--- config.mk ---
export PLATFORM = sky130hd
export DESIGN_NAME = tstamp_split_counter
export DESIGN_NICKNAME = d
export VERILOG_FILES = /design/src/rtl/tstamp_pkg.sv /design/src/rtl/tstamp_ctrl.sv /design/src/rtl/tstamp_datapath.sv /design/src/rtl/tstamp_split_counter.sv
export SDC_FILE = /design/constraint.sdc
export NUM_CORES = 1
export LEC_CHECK = 0
export ABC_AREA = 1
export BUFFER_PORTS_ARGS = -buffer_cell sky130_fd_sc_hd__buf_2
export CAP_MARGIN = 15
export CORE_MARGIN = 1.5
export CORE_UTILIZATION = 55
export CTS_BUF_LIST = sky130_fd_sc_hd__clkbuf_8 sky130_fd_sc_hd__clkbuf_16
export CTS_CLUSTER_DIAMETER = 30
export CTS_CLUSTER_SIZE = 12
export DETAILED_ROUTE_END_ITERATION = 10
export PLACE_DENSITY = 0.81
export RECOVER_POWER = 100
export SLEW_MARGIN = 0
export SYNTH_ARGS = -nofsm -noshare
export SYNTH_HDL_FRONTEND = slang
export SYNTH_SLANG_ARGS = --single-unit
--- constraint.sdc ---
create_clock -name clk -period 1.6 [get_ports clk]
set_input_delay 0.08 -clock clk [delete_from_list [all_inputs] [get_ports clk]]
set_output_delay 0.08 -clock clk [all_outputs]
set_load 0.02 [all_outputs]
--- src/rtl/tstamp_pkg.sv ---
package tstamp_pkg;
  typedef struct packed {
    logic rdLow;
    logic rdHigh;
    logic rdOther;
    logic setEn;
    logic enVal;
  } tsStrb_t;
endpackage

--- src/rtl/tstamp_ctrl.sv ---
module tstamp_ctrl
  import tstamp_pkg::*;
#(
  parameter int ADDR_W    = 8,
  parameter int DATA_W    = 32,
  parameter int EN_BIT    = 8,
  parameter logic [ADDR_W-1:0] LOW_ADDR  = 8'h60,
  parameter logic [ADDR_W-1:0] HIGH_ADDR = 8'h64
) (
  input  logic              clk,
  input  logic              rstN,
  input  logic              rdEn,
  input  logic              wrEn,
  input  logic [ADDR_W-1:0] addr,
  input  logic [DATA_W-1:0] wrData,
  output tsStrb_t           strb
);
  logic hitLow;
  logic hitHigh;
  logic wrUnused;

  assign hitLow   = (addr == LOW_ADDR);
  assign hitHigh  = (addr == HIGH_ADDR);
  assign wrUnused = ^wrData;

  always_comb begin
    strb         = '0;
    strb.rdLow   = rdEn && hitLow;
    strb.rdHigh  = rdEn && hitHigh;
    strb.rdOther = rdEn && !hitLow && !hitHigh;
    strb.setEn   = wrEn && hitHigh;
    strb.enVal   = wrData[EN_BIT];
  end

  AST_LOW_READ_ONLY: assert property (@(posedge clk) disable iff (!rstN)
    (wrEn && hitLow) |-> !strb.setEn);
endmodule

--- src/rtl/tstamp_datapath.sv ---
module tstamp_datapath
  import tstamp_pkg::*;
#(
  parameter int CNT_W  = 40,
  parameter int DATA_W = 32,
  parameter int EN_BIT = 8,
  parameter logic [CNT_W-1:0] CNT_RESET = '0
) (
  input  logic              clk,
  input  logic              rstN,
  input  logic              tickStb,
  input  tsStrb_t           strb,
  output logic [DATA_W-1:0] rdData
);
  localparam int HI_W = CNT_W - DATA_W;

  logic [CNT_W-1:0]  cnt;
  logic [HI_W-1:0]   shadow;
  logic              en;
  logic [DATA_W-1:0] hiWord;
  logic              step;

  assign step = en && tickStb;

  always_comb begin
    hiWord             = '0;
    hiWord[HI_W-1:0]   = shadow;
    hiWord[EN_BIT]     = en;
  end

  always_ff @(posedge clk) begin
    if (!rstN) begin
      cnt <= CNT_RESET;
    end else if (step) begin
      cnt <= cnt + CNT_W'(1);
    end
  end

  always_ff @(posedge clk) begin
    if (!rstN) begin
      shadow <= '0;
      en     <= 1'b0;
    end else begin
      if (strb.rdLow) shadow <= cnt[CNT_W-1:DATA_W];
      if (strb.setEn) en     <= strb.enVal;
    end
  end

  always_ff @(posedge clk) begin
    if (!rstN) begin
      rdData <= '0;
    end else if (strb.rdLow) begin
      rdData <= cnt[DATA_W-1:0];
    end else if (strb.rdHigh) begin
      rdData <= hiWord;
    end else if (strb.rdOther) begin
      rdData <= '0;
    end
  end

  AST_STEP_ONE: assert property (@(posedge clk) disable iff (!rstN)
    step |=> (cnt == CNT_W'($past(cnt) + CNT_W'(1))));
  AST_HOLD_IDLE: assert property (@(posedge clk) disable iff (!rstN)
    !step |=> $stable(cnt));
  AST_LOW_DATA: assert property (@(posedge clk) disable iff (!rstN)
    strb.rdLow |=> (rdData == $past(cnt[DATA_W-1:0])));
  AST_LATCH_PRE: assert property (@(posedge clk) disable iff (!rstN)
    strb.rdLow |=> (shadow == $past(cnt[CNT_W-1:DATA_W])));
  AST_SHADOW_KEEP: assert property (@(posedge clk) disable iff (!rstN)
    !strb.rdLow |=> $stable(shadow));
  AST_HIGH_DATA: assert property (@(posedge clk) disable iff (!rstN)
    strb.rdHigh |=> (rdData[HI_W-1:0] == $past(shadow)));
  AST_EN_WRITE: assert property (@(posedge clk) disable iff (!rstN)
    strb.setEn |=> (en == $past(strb.enVal)));
  AST_OTHER_ZERO: assert property (@(posedge clk) disable iff (!rstN)
    strb.rdOther |=> (rdData == '0));
endmodule

--- src/rtl/tstamp_split_counter.sv ---
module tstamp_split_counter
  import tstamp_pkg::*;
#(
  parameter int CNT_W  = 40,
  parameter int DATA_W = 32,
  parameter int ADDR_W = 8,
  parameter int EN_BIT = 8,
  parameter logic [CNT_W-1:0] CNT_RESET = '0
) (
  input  logic              clk,
  input  logic              rstN,
  input  logic              tickStb,
  input  logic              rdEn,
  input  logic              wrEn,
  input  logic [ADDR_W-1:0] addr,
  input  logic [DATA_W-1:0] wrData,
  output logic [DATA_W-1:0] rdData
);
  tsStrb_t strb;

  tstamp_ctrl #(
    .ADDR_W(ADDR_W), .DATA_W(DATA_W), .EN_BIT(EN_BIT)
  ) uCtrl (
    .clk(clk), .rstN(rstN), .rdEn(rdEn), .wrEn(wrEn),
    .addr(addr), .wrData(wrData), .strb(strb)
  );

  tstamp_datapath #(
    .CNT_W(CNT_W), .DATA_W(DATA_W), .EN_BIT(EN_BIT), .CNT_RESET(CNT_RESET)
  ) uData (
    .clk(clk), .rstN(rstN), .tickStb(tickStb), .strb(strb), .rdData(rdData)
  );
endmodule

==> flow_summary.yaml, run 1 <==
status:
  status: "finished, final reports clean"
power:
  vdd_drop_max_mv: 0.532
  swShare: 0.226
  p_sw_uw: 860
  power_frac_comb: 0.042
  power.total_mw: 3.80
  intPower_mw: 2.94
  clockPowerShare: 0.424
  seq_power_share: 0.534
  p_leak_nw: 1.73
  powerDensity_nw_per_um2: 837
worst_setup_path:
  critPathRequiredTime_ns: 1.85
  start_kind: "flip-flop"
  path_cells: "ha_2, nand3_1, nor2_4, nand2_2, nor2_1, nand2_1, nor2_1, nor3b_2"
  slowest_stage: "dfxtp_2"
  path_delay_family: "simple AND/OR/NAND/NOR gates"
  path_common_cell: "nor2_1"
  setup.worst_path.end_class: "flip-flop"
  max_stage_delay_ns: 0.35
  worstSetupPathType: "flip-flop to flip-flop"
  reg2reg_setup_slack_ns: 0.08
  worst_r2r_path_depth: 8
  critPathArrivalTime_ns: 1.77
  r2r_start: "uData.cnt[0]"
  crit_fanout: 4
  crit_buf_inv: 0
  r2r_end: "uData.cnt[14]"
  worstSetupStartpoint: "uData.cnt[0]"
synth:
  yosysSeqAreaShare: 0.406
  synth_cell_type_count: 32
  syn_avg_cell_area_um2: 6.95
  ys_seq_elements: 81
  yosys.area.top_type: "dfxtp_1"
  yosysMostFrequentCell: "nand2_1"
  synthArstFlopShare: 0
  synth_fp_nets: 621
  netlist_area_um2: 4000
  netlist_top_cells_area: "dfxtp_1 41%, nand2_1 13%, nor2_1 8.0%"
  synth_edf_count: 0
  yosysWarningCount: 0
  synthCells: 575
  ys.flop_type: "dfxtp_1"
  synth_top_area_share: 0.406
  yosys-top-cells-count: "138 x nand2_1, 85 x nor2_1, 81 x dfxtp_1"
clock_tree:
  cts.sinks: 81
  cts_made_buffers: 9
  path_clk_slew_ns: 0.08
  htree_levels: 3
  clockRootBuffer: "clkbuf_8"
  clockBufferDepth: 2
  clkLatencyLatePin_ns: 0.35
  tritoncts: "yes"
floorplan:
  start_util: 0.578
  fp.dieArea_um2: 7780
  die_h_um: 88.2
  core_um2: 6910
  boundaryPins: 77
  fp.dieW_um: 88.2
  placement_rows: 30
detailed_routing:
  first_pass_iters: 5
  drc: 0
  num_vias: 3866
  antenna_left: 0
  drt_first_iter_violations: 190
  vias_per_cell: 5.33
  wl_per_cell_um: 13.1
  totalWireLength_um: 9530
hold_path:
  hold_path_end: "uData.en"
  hold_path.class: "input pin to flip-flop"
  min_path_cells: 3
  min_from: "wrEn"
global_routing:
  overflow: 0
  antenna_found_initial: 0
  grt_max_degree: 39
  track_usage: 0.257
  grt_pass1_wl_um: 15700
  grt_pass1_vias: 3611
final_layout:
  seq_area_um2: 1630
  drive_gt1_frac: 0.149
  fin_nets: 671
  fin_cells: 726
  fin_util: 0.657
  area_growth_pct: 13.7
  multi_input_area_um2: 2070
  fill_cells: 627
  diodes: 0
sta:
  worst_pin_slew_ns: 0.454
  max_freq_mhz: 657
  drv_slew: 0
  layout_setup_ws_ns: 0.0770
  fin_setup_tns_ns: 0
  period_share: 0.952
  hold_violations: 0
  finClkSkew_ns: 0.00971
  max-slew-margin-rel: 0.698
  rsz0062_at_grt: "yes"
  setup_viol: 0
  layout_min_cycle_time_ns: 1.52
placed_design:
  numPortBuffers: 45
  placed_cells: 707
  hpwl_um: 6890
  gp_congestion: 0.969
  dpl_worst_slack_ns: 0.0848
run:
  max_cap_violations: 0
kinds of logic after synthesis:
group / count (synthesis) / synth area share
compound gates: 73 / 0.0924
xor+xnor: 1 / 0.00219
fa+ha+maj: 1 / 0.00313
buf+inv: 78 / 0.0836
flops: 81 / 0.406
simple gates: 341 / 0.413
registers in the layout (all words and copies together) (netlist names):
register      cells
uData.cnt        40
uData.rdData     32
uData.shadow      8
uData.en          1
final cells by class:
type | instances | share of cell area
timing repair buffer | 59 | 0.0659
multi-input combinational | 416 | 0.455
tap | 96 | 0.0265
clock buffer | 9 | 0.0273
clock inverter | 7 | 0.0190
inverter | 58 | 0.0479
sequential | 81 | 0.358
how the worst max path moves through the flow:
stage	endpoint	slack (ns)	depth (start not counted)
final	uData.cnt[14]	0.08	8
after global routing	uData.cnt[10]	-0.02	8
after CTS	uData.cnt[26]	0.04	9
after detailed placement	uData.cnt[34]	0.08	9
after global placement	uData.cnt[26]	0.13	8
after floorplan	uData.cnt[26]	0.27	8
through the flow:
step	hold slack (ns)	cell area, µm²
floorplan	0.245	4000
global placement	0.357	4330
detailed placement	0.367	4330
CTS	0.0129	4550
global route	0.0382	4540
finish	0.0145	4540
worst register-to-register path, cell delays in order, from the launching register on:
cell     delay (ns)
dfxtp_2        0.35
ha_2           0.19
nand3_1        0.13
nor2_4         0.19
nand2_2        0.11
nor2_1         0.17
nand2_1        0.11
nor2_1         0.13
nor3b_2        0.06
per-layer routing:
layer / vias to the layer above / GRT usage / share of wire
met1: 1789 / 0.322 / 0.44
met4: 0 / 0.116 / 0.022
li1: 1938 / - / -
met5: - / 0 / 0
met2: 119 / 0.437 / 0.49
met3: 20 / 0.0401 / 0.052
cells in the final DEF (no fill, tap or decap), types with 3 or more instances in the layout:
master / instances
clkinv_2: 3
clkbuf_1: 33
nand4_1: 9
clkbuf_8: 9
nor2_8: 3
nand2_1: 138
buf_2: 13
nand2_2: 11
inv_1: 53
dfxtp_2: 4
buf_4: 10
a21oi_1: 47
nor3_1: 7
nor2_4: 12
dfxtp_1: 77
nor2_2: 5
inv_2: 5
nand3_1: 58
o21ai_0: 22
nand3_2: 5
nor2_1: 83
timing repair:
item,in CTS,in global routing
gates resized for setup,0,12
endpoints found under the hold margin,1,0
endpoints found under the setup margin,0,15
hold buffers,1,0
buffers inserted,0,2
power by group through the flow:
stage,registers [mW],clock network [mW],logic [mW]
after floorplan,2.09,0,0.0949
after global placement,2.08,0,0.157
after detailed placement,2.08,0,0.162
after CTS,2.03,1.62,0.165
after global routing,2.03,1.71,0.177
final,2.03,1.61,0.160
Power figures use the tool's default switching activity.
==> run 2: changes to the inputs <==
--- a/config.mk
+++ b/config.mk
@@ -8,7 +8,7 @@
 export ABC_AREA = 1
 export BUFFER_PORTS_ARGS = -buffer_cell sky130_fd_sc_hd__buf_2
 export CAP_MARGIN = 15
-export CORE_MARGIN = 1.5
+export CORE_MARGIN = 4
 export CORE_UTILIZATION = 55
 export CTS_BUF_LIST = sky130_fd_sc_hd__clkbuf_8 sky130_fd_sc_hd__clkbuf_16
 export CTS_CLUSTER_DIAMETER = 30
==> run 2 against run 1 <==
Clock skew grew 0.0014 ns. Hold slack gained 0.15 ns. Sequential power is essentially flat. Sequential share of layout area shrank 0.28 points. Power grew 2.6%. Highest routed layer unchanged. Largest cell class unchanged. Via count grew 0.78%. Critical endpoint is now uData.cnt[11]. Critical path depth grew 1. Clock-buffer cell count grew 1. Non-clock buffer count grew 3.
==> flow_summary.yaml, run 2 (synthesis results as in run 1) <==
sta:
  max-slew-margin-rel: 0.551
  fin_setup_tns_ns: 0
  period_share: 0.938
  layout_min_cycle_time_ns: 1.50
  worst_pin_slew_ns: 0.673
  max_freq_mhz: 666
  setup_viol: 0
  drv_slew: 0
  hold_violations: 0
  finClkSkew_ns: 0.0111
  rsz0062_at_grt: "yes"
floorplan:
  boundaryPins: 77
  die_h_um: 93.2
  fp.dieW_um: 93.2
  start_util: 0.578
  core_um2: 6910
  placement_rows: 30
  fp.dieArea_um2: 8690
global_routing:
  grt_pass1_vias: 3645
  antenna_found_initial: 0
  overflow: 0
  grt_util_met3: 0.0499
  met2_usage: 0.410
  track_usage: 0.235
  use_met1: 0.286
  grt_pass1_wl_um: 16300
  grt-busiest-layer: "met2"
  grt_max_degree: 39
detailed_routing:
  wl_per_cell_um: 13.7
  drt_first_iter_violations: 285
  drc: 0
  antenna_left: 0
  num_vias: 3896
  first_pass_iters: 6
  totalWireLength_um: 9960
  vias_per_cell: 5.34
placed_design:
  numPortBuffers: 45
  gp_congestion: 0.950
  hpwl_um: 6940
final_layout:
  fin_nets: 674
  drive_gt1_frac: 0.141
  largest_register: "uData.cnt"
  reg_top3: "uData.cnt x40, uData.rdData x32, uData.shadow x8"
  diodes: 0
  fill_cells: 651
  mostFrequentLayoutCell: "nand2_1"
  fin_util: 0.662
  mostFrequentLayoutCells: "141 x nand2_1, 81 x nor2_1, 78 x dfxtp_1"
  area_growth_pct: 14.5
  largest_register_ffs: 40
clock_tree:
  path_clk_slew_ns: 0.09
  cts.sinks: 81
  tritoncts: "yes"
  cts_made_buffers: 9
  clockRootBuffer: "clkbuf_8"
  clockBufferDepth: 2
  clkLatencyLatePin_ns: 0.36
  htree_levels: 3
worst_setup_path:
  max_stage_delay_ns: 0.45
  slowest_stage: "dfxtp_1"
  path_cells: "nand3_1, nor2_4, nand2_4, inv_1, nand2_1, nor2_1, nand2_1, nand2_1, nor2_1"
  critPathRequiredTime_ns: 1.87
  path_common_cell: "nand2_1"
  path_delay_family: "simple AND/OR/NAND/NOR gates"
  reg2reg_setup_slack_ns: 0.1
  crit_fanout: 5
  start_kind: "flip-flop"
  worstSetupPathType: "flip-flop to flip-flop"
  crit_buf_inv: 1
  critPathArrivalTime_ns: 1.77
  setup.worst_path.end_class: "flip-flop"
power:
  p_leak_nw: 1.76
  vdd_drop_max_mv: 0.514
  powerDensity_nw_per_um2: 852
  power.total_mw: 3.90
hold_path:
  hold_path.class: "input pin to flip-flop"
run:
  max_cap_violations: 0
status:
  status: "finished, final reports clean"
[run 2: repair_timing]
| action | in CTS | in global routing |
|---|---|---|
| hold buffers | 3 | 0 |
| hold endpoints to repair | 1 | 0 |
| gates resized for setup | 0 | 15 |
| endpoints found under the setup margin | 0 | 14 |
| buffers inserted | 0 | 2 |
[run 2: worst paths after layout]
check	start	endpoint	cells past startpoint
max	uData.cnt[2]	uData.cnt[11]	9
min	tickStb	uData.cnt[0]	3
max reg2reg	uData.cnt[2]	uData.cnt[11]	9
min reg2reg	uData.rdData[28]	uData.rdData[28]	2
[run 2: tightest hold or removal path: stages]
cell and delay [ns]:
buf_2 0.10, nand2_2 0.19, a21oi_1 0.10
[run 2: final cells by class]
class	instances	area [µm²]	area share
multi-input combinational	416	2050	0.449
sequential	81	1630	0.355
timing repair buffer	62	328	0.0717
inverter	58	218	0.0476
clock buffer	10	138	0.0301
tap	96	120	0.0263
clock inverter	6	90.1	0.0197
[run 2: power by group]
group | switching, mW | internal [mW]
Clock | 0.786 | 0.927
Sequential | 0.00529 | 2.02
Combinational | 0.110 | 0.0450
[run 2: per-layer routing]
| metal | share of wire | routed length (µm) |
|---|---|---|
| met1 | 0.42 | 4180 |
| met2 | 0.50 | 5000 |
| met3 | 0.064 | 633 |
| met4 | 0.016 | 155 |
| met5 | 0 | 0 |
[run 2: per-stage QoR]
| stage | setup slack (ns) | area [µm²] | cells | hold WS [ns] |
|---|---|---|---|---|
| 6_report | 0.0984 | 4570 | 729 | 0.164 |
| 5_1_grt | -0.0253 | 4570 | 729 | 0.178 |
| 4_1_cts | 0.0759 | 4580 | 727 | 0.135 |
| 3_5_place_dp | 0.0886 | 4330 | 708 | 0.359 |
| 3_3_place_gp | 0.128 | 4330 | 708 | 0.352 |
| 2_1_floorplan | 0.273 | 4000 | 575 | 0.245 |
